## config.mk

```make
export PLATFORM = sky130hd
export DESIGN_NAME = pwr_state_seq
export DESIGN_NICKNAME = d
export VERILOG_FILES = /design/src/rtl/pwr_state_pkg.sv /design/src/rtl/batt_hyst.sv /design/src/rtl/idle_timer.sv /design/src/rtl/wake_latch.sv /design/src/rtl/pwr_state_seq.sv
export SDC_FILE = /design/constraint.sdc
export NUM_CORES = 1
export LEC_CHECK = 0
export ABC_AREA = 0
export BUFFER_PORTS_ARGS = -buffer_cell sky130_fd_sc_hd__buf_2
export CAP_MARGIN = 10
export CORE_ASPECT_RATIO = 0.8
export CORE_UTILIZATION = 52
export DETAILED_ROUTE_END_ITERATION = 12
export PLACE_DENSITY_LB_ADDON = 0.15
export SYNTH_ARGS = -nofsm -noshare
export SYNTH_HDL_FRONTEND = slang
export SYNTH_SLANG_ARGS = --single-unit
export TNS_END_PERCENT = 1
```

## constraint.sdc

```tcl
create_clock -name clk -period 3.2 [get_ports clk]
set_clock_uncertainty 0.2 [all_clocks]
set_input_delay 0.16 -clock clk [delete_from_list [all_inputs] [get_ports clk]]
set_output_delay 0.16 -clock clk [all_outputs]
set_load 0.01 [all_outputs]
```

## src/rtl/pwr_state_pkg.sv

```systemverilog
package pwr_state_pkg;
  typedef enum logic [3:0] {
    ST_CRIT = 4'b0001,
    ST_PDN  = 4'b0010,
    ST_SBY  = 4'b0100,
    ST_ACT  = 4'b1000
  } pwr_state_e;

  typedef enum logic [1:0] {
    SM_IDLE = 2'd0,
    SM_TGT  = 2'd1,
    SM_INIT = 2'd2
  } sub_mode_e;

  localparam int unsigned NUM_WAKE = 3;
endpackage

```

## src/rtl/batt_hyst.sv

```systemverilog
module batt_hyst #(
  parameter int unsigned BATT_W = 8
) (
  input  logic              clk,
  input  logic              rst_n,
  input  logic              mon_en,
  input  logic [BATT_W-1:0] batt_code,
  input  logic [BATT_W-1:0] thr_enter,
  input  logic [BATT_W-1:0] thr_exit,
  output logic              crit
);
  logic low_q;
  logic low_d;

  always_comb begin
    if (!mon_en)    low_d = 1'b0;
    else if (low_q) low_d = (batt_code <= thr_exit);
    else            low_d = (batt_code < thr_enter);
  end

  assign crit = low_d;

  always_ff @(posedge clk or negedge rst_n) begin
    if (!rst_n) low_q <= 1'b0;
    else        low_q <= low_d;
  end
endmodule

```

## src/rtl/idle_timer.sv

```systemverilog
module idle_timer #(
  parameter int unsigned CNT_W = 16
) (
  input  logic             clk,
  input  logic             rst_n,
  input  logic             run,
  input  logic [CNT_W-1:0] limit,
  output logic             done
);
  logic [CNT_W-1:0] cnt_q;
  logic [CNT_W-1:0] cnt_d;
  logic             cnt_en;

  assign done   = run && (cnt_q >= limit);
  assign cnt_en = !run || !done;

  always_comb begin
    if (!run) cnt_d = '0;
    else      cnt_d = cnt_q + 1'b1;
  end

  always_ff @(posedge clk or negedge rst_n) begin
    if (!rst_n)      cnt_q <= '0;
    else if (cnt_en) cnt_q <= cnt_d;
  end
endmodule

```

## src/rtl/wake_latch.sv

```systemverilog
module wake_latch #(
  parameter int unsigned NW = 3
) (
  input  logic          clk,
  input  logic          rst_n,
  input  logic          in_sby,
  input  logic [NW-1:0] wake_in,
  input  logic [NW-1:0] clr,
  output logic [NW-1:0] cause,
  output logic          any_wake
);
  logic [NW-1:0] cause_d;

  for (genvar i = 0; i < NW; i++) begin : g_bit
    assign cause_d[i] = (in_sby && wake_in[i]) ? 1'b1 :
                        (clr[i] ? 1'b0 : cause[i]);
  end

  assign any_wake = in_sby && (|wake_in);

  always_ff @(posedge clk or negedge rst_n) begin
    if (!rst_n) cause <= '0;
    else        cause <= cause_d;
  end

  // a source seen in Standby is recorded on the next edge
  a_r11_latch: assert property (@(posedge clk) disable iff (!rst_n)
    (in_sby && wake_in[0]) |=> cause[0]);
  // outside Standby and with no clear, the record holds
  a_r11_hold: assert property (@(posedge clk) disable iff (!rst_n)
    (!in_sby && clr == '0) |=> $stable(cause));
endmodule

```

## src/rtl/pwr_state_seq.sv

```systemverilog
module pwr_state_seq
  import pwr_state_pkg::*;
#(
  parameter int unsigned BATT_W = 8,
  parameter int unsigned CNT_W  = 16
) (
  input  logic              clk,
  input  logic              rst_n,
  input  logic [BATT_W-1:0] batt_code,
  input  logic [BATT_W-1:0] thr_enter,
  input  logic [BATT_W-1:0] thr_exit,
  input  logic              host_en,
  input  logic              mon_en,
  input  logic              auto_sby,
  input  logic [CNT_W-1:0]  idle_limit,
  input  logic [1:0]        sub_req,
  input  logic              wake_bus,
  input  logic              wake_rf,
  input  logic              wake_tmr,
  input  logic [2:0]        wake_clr,
  output logic [3:0]        state_oh,
  output logic [1:0]        sub_mode,
  output logic              core_pwr_en,
  output logic              full_pwr,
  output logic [2:0]        wake_cause
);
  pwr_state_e state_q, state_d, tgt;
  sub_mode_e  sub_q, sub_d, sub_dec;
  logic       core_q, core_d;
  logic       pend_q, pend_d;
  logic       crit, idle_done, any_wake, idle_run;
  logic [NUM_WAKE-1:0] wake_vec;

  assign wake_vec = {wake_tmr, wake_rf, wake_bus};
  assign idle_run = (state_q == ST_ACT) && (sub_q == SM_IDLE);

  batt_hyst #(.BATT_W(BATT_W)) u_hyst (
    .clk(clk), .rst_n(rst_n), .mon_en(mon_en), .batt_code(batt_code),
    .thr_enter(thr_enter), .thr_exit(thr_exit), .crit(crit)
  );

  idle_timer #(.CNT_W(CNT_W)) u_idle (
    .clk(clk), .rst_n(rst_n), .run(idle_run), .limit(idle_limit),
    .done(idle_done)
  );

  wake_latch #(.NW(NUM_WAKE)) u_wake (
    .clk(clk), .rst_n(rst_n), .in_sby(state_q == ST_SBY),
    .wake_in(wake_vec), .clr(wake_clr), .cause(wake_cause),
    .any_wake(any_wake)
  );

  always_comb begin
    case (sub_req)
      2'd1:    sub_dec = SM_TGT;
      2'd2:    sub_dec = SM_INIT;
      default: sub_dec = SM_IDLE;
    endcase
  end

  // target state, highest priority first
  always_comb begin
    if (!host_en)   tgt = ST_PDN;
    else if (crit)  tgt = ST_CRIT;
    else begin
      case (state_q)
        ST_SBY:  tgt = (any_wake || pend_q) ? ST_ACT : ST_SBY;
        ST_ACT:  tgt = (auto_sby && idle_done) ? ST_SBY : ST_ACT;
        default: tgt = ST_ACT;
      endcase
    end
  end

  // Active is reached only once the core supply is already up
  always_comb begin
    state_d = ((tgt == ST_ACT) && !core_q) ? state_q : tgt;
    core_d  = (tgt == ST_ACT) || (state_q == ST_ACT);
    pend_d  = (tgt == ST_ACT) && (state_q != ST_ACT);
    sub_d   = (state_d == ST_ACT) ? sub_dec : SM_IDLE;
  end

  always_ff @(posedge clk or negedge rst_n) begin
    if (!rst_n) begin
      state_q <= ST_PDN;
      sub_q   <= SM_IDLE;
      core_q  <= 1'b0;
      pend_q  <= 1'b0;
    end else begin
      state_q <= state_d;
      sub_q   <= sub_d;
      core_q  <= core_d;
      pend_q  <= pend_d;
    end
  end

  assign state_oh    = state_q;
  assign sub_mode    = sub_q;
  assign core_pwr_en = core_q;
  assign full_pwr    = state_q[2] | state_q[3];

  // exactly one state bit set
  a_r2_onehot: assert property (@(posedge clk) disable iff (!rst_n)
    $countones(state_oh) == 1);
  // host enable low forces power-down
  a_r3_host_pdn: assert property (@(posedge clk) disable iff (!rst_n)
    !host_en |=> state_oh == 4'b0010);
  // core supply already up when Active begins
  a_r9_core_first: assert property (@(posedge clk) disable iff (!rst_n)
    $rose(state_oh[3]) |-> $past(core_pwr_en));
  // critical state holds until the exit level is exceeded
  a_r5_hyst_hold: assert property (@(posedge clk) disable iff (!rst_n)
    (state_oh == 4'b0001 && host_en && mon_en && batt_code <= thr_exit)
      |=> state_oh == 4'b0001);
  // core supply still up in the first cycle after Active ends
  a_r10_core_lag: assert property (@(posedge clk) disable iff (!rst_n)
    $fell(state_oh[3]) |-> core_pwr_en);
endmodule

```

==> metrics.txt <==
hold_ws=0.04468 ns; GP Congestion=0.7819; RR Startpoint=u_idle.cnt_q[0]; initial antenna violation count=0; die height=59.09 um; Slew headroom=50.69%; area grow syn2layout=26.05%; drt total wl=4.749 mm; row cnt=20; Final Cycle Share=95.26%; max frequency=328.0 MHz; Worst Setup End Kind=flip-flop; EDFF count, synth=0; TritonRoute pass-1 iters=4; ys async rst share=100.0%; cell area after layout=0.002670 mm2; leakage=1.369 nW; Clock Sink Count=28; maximum fanout along the worst path=24; total number of vias=2028; hold path depth=3; Final setup viols=0; CP Launch Type=flip-flop; clk slew on worst S/H paths=0.09 ns; sum of negative setup slack=0 ns; share of the synthesized area in the top cell type=31.90%; Peak VDD IR=0.0002550 V; TritonCTS Buffers=3; CTS H-tree lvls=1; Netlist cell types=41; Port Buffer Count=63; Residual DRC=0; most frequent cells after synthesis=inv_1 (38), ha_1 (32), dfrtp_1 (27); final core occ=69.29%; Reg2Reg Depth=8; Worst R2R Setup Slack=0.15 ns; initial DRC count=95; setup repair after global routing missed its margin=no; Initial Util=54.97%; antenna diode count=0; status=finished, final reports clean; area of the core=0.003854 mm2; Yosys warnings=0; top-count cell post-synth=inv_1; largest net degree at the start of global routing=29; number of global-route vias before repair=1847; placed standard-cell area=0.002481 mm2; Avg Cell Area, Syn=8.646 um2; Final #Nets=404; Die Width=73.36 um; worst hold endpoint=state_oh[2]; Yosys top cell by area=dfrtp_1; IO Pins=64; total of flip-flops plus latches after synthesis=28; Post-Synthesis Cells=245; routed len/inst=12.73 um; first-pass GRT wire length=7.790 mm; Max Slew Vio Count=0; FILL cells=341; final hold violation count=0; GRT Total Usage=23.30%; Skew-Pair Late Insertion Delay=0.27 ns; Main synth FF type=dfrtp_1; Routed Antenna Nets=0; Via density=5.437; Tightest Pin Transition=0.7340 ns; CTS max path bufs=2; worst hold path class=input pin to flip-flop; layout cell share with drive strength beyond 1=22.96%; CP arrival=3.04 ns; syn_nets=330; CTS tree=yes; max-cap violation count=0; mapped cell area=0.002118 mm2; Worst Path Required=3.19 ns; min cycle time layout=3.048 ns; HPWL Detailed=3.598 mm; Worst Min Path Start=auto_sby; pwr dens=297.7 mW/mm2; r2r endpoint=u_idle.cnt_q[13]; sequential element share of the synthesized area=33.14%; clock root cell=clkbuf_8; DIE AREA=0.004334 mm2; largest cells by area after synthesis=dfrtp_1 (32%), ha_1 (19%), inv_1 (6.7%); gr ovfl total=0; WS Path Type=flip-flop to flip-flop
-- worst max-delay path by stage --
| stage | from | end | slack, ns | cells past startpoint |
|---|---|---|---|---|
| 2_1_floorplan | u_idle.cnt_q[13] | sub_mode[0] | 0.88 | 8 |
| 3_3_place_gp | u_idle.cnt_q[0] | u_idle.cnt_q[13] | 0.21 | 8 |
| 3_5_place_dp | u_idle.cnt_q[0] | u_idle.cnt_q[13] | 0.18 | 8 |
| 4_1_cts | u_idle.cnt_q[0] | u_idle.cnt_q[13] | 0.13 | 8 |
| 5_1_grt | u_idle.cnt_q[0] | u_idle.cnt_q[13] | 0.07 | 8 |
| 6_report | u_idle.cnt_q[0] | u_idle.cnt_q[13] | 0.15 | 8 |
-- per-stage QoR --
stage | setup slack, ns | cells | total power [mW]
3_3_place_gp | 0.2110 | 358 | 0.5143
2_1_floorplan | 0.8763 | 245 | 0.4531
5_1_grt | 0.07360 | 373 | 0.8358
6_report | 0.1516 | 373 | 0.7950
4_1_cts | 0.1338 | 373 | 0.8029
3_5_place_dp | 0.1828 | 358 | 0.5186
-- sequential cells by signal (all words and copies together), names as in the netlist --
signal / cells
state_oh: 4
u_hyst.low_q: 1
u_idle.cnt_q: 16
sub_mode: 2
pend_q: 1
u_wake.cause: 3
core_pwr_en: 1
-- cells by family after synthesis --
group                      count (synthesis)  share of synthesized area (%)
xor gates and xnor gates                   1                         0.4135
DFF                                       28                          33.14
muxes                                      1                         0.4726
adders and majority gates                 32                          18.90
and+or+nand+nor                           79                          21.44
AOI/OAI and AO/OA                         60                          17.54
buffers and inverters                     44                          8.092
-- final cells by class --
cell class | instances | area [um2] | area share, %
multi-input cells | 173 | 1252 | 46.91
inverters | 38 | 142.6 | 5.342
clock inverters | 1 | 30.03 | 1.125
flip-flops and latches | 28 | 701.9 | 26.29
clock buffers | 3 | 41.29 | 1.546
well taps | 55 | 68.82 | 2.577
repair buffers | 75 | 432.9 | 16.21
-- report_power, final --
group / leakage, nW / switching (mW) / internal (mW) / total (mW)
combinational: 0.952 / 0.0730 / 0.0714 / 0.144
clock: 0.0357 / 0.108 / 0.167 / 0.276
sequential: 0.381 / 0.0100 / 0.365 / 0.375
total: 1.37 / 0.191 / 0.604 / 0.795
-- routing by layer --
metal / global-route usage [%] / wire, um / up-vias
li1: - / - / 1035
met1: 31.77 / 2339 / 934
met2: 39.68 / 2162 / 55
met3: 3.741 / 212 / 4
met4: 4.670 / 34 / 0
met5: 0 / 0 / -
-- worst max-delay path: stages, from the launching register on --
cell and delay (ns):
dfrtp_1 0.40, inv_1 0.08, ha_1 0.27, nand2b_1 0.13
a2111oi_0 0.63, or4b_1 0.29, nand3_4 0.22, or4_1 0.56
a21oi_1 0.17
-- timing repair --
item,in CTS,in global routing
buffers inserted,0,0
hold buffers,11,0
gates resized for setup,0,1
endpoints found under the setup margin,0,5
hold endpoints to repair,37,0
-- cells in the final DEF (no fill, tap or decap), drive strengths merged, types with 2 or more instances in the layout --
master / netlist / layout
nor2: 9 / 9
nor4: 7 / 7
nand4: 11 / 11
inv: 38 / 38
nand2: 12 / 12
nand3: 7 / 7
buf: 4 / 64
and4: 2 / 2
dlygate4sd3: 0 / 11
o211ai: 3 / 3
ha: 32 / 32
and3: 2 / 2
clkbuf: 2 / 3
dfrtp: 27 / 27
or4: 4 / 4
o21ai: 16 / 16
a2111oi: 3 / 3
nor3: 3 / 3
nor2b: 2 / 2
a211oi: 2 / 2
a21oi: 19 / 19
nand2b: 6 / 6
o31ai: 6 / 6
o21a: 6 / 6
or3: 10 / 10
Power figures use the tool's default switching activity.
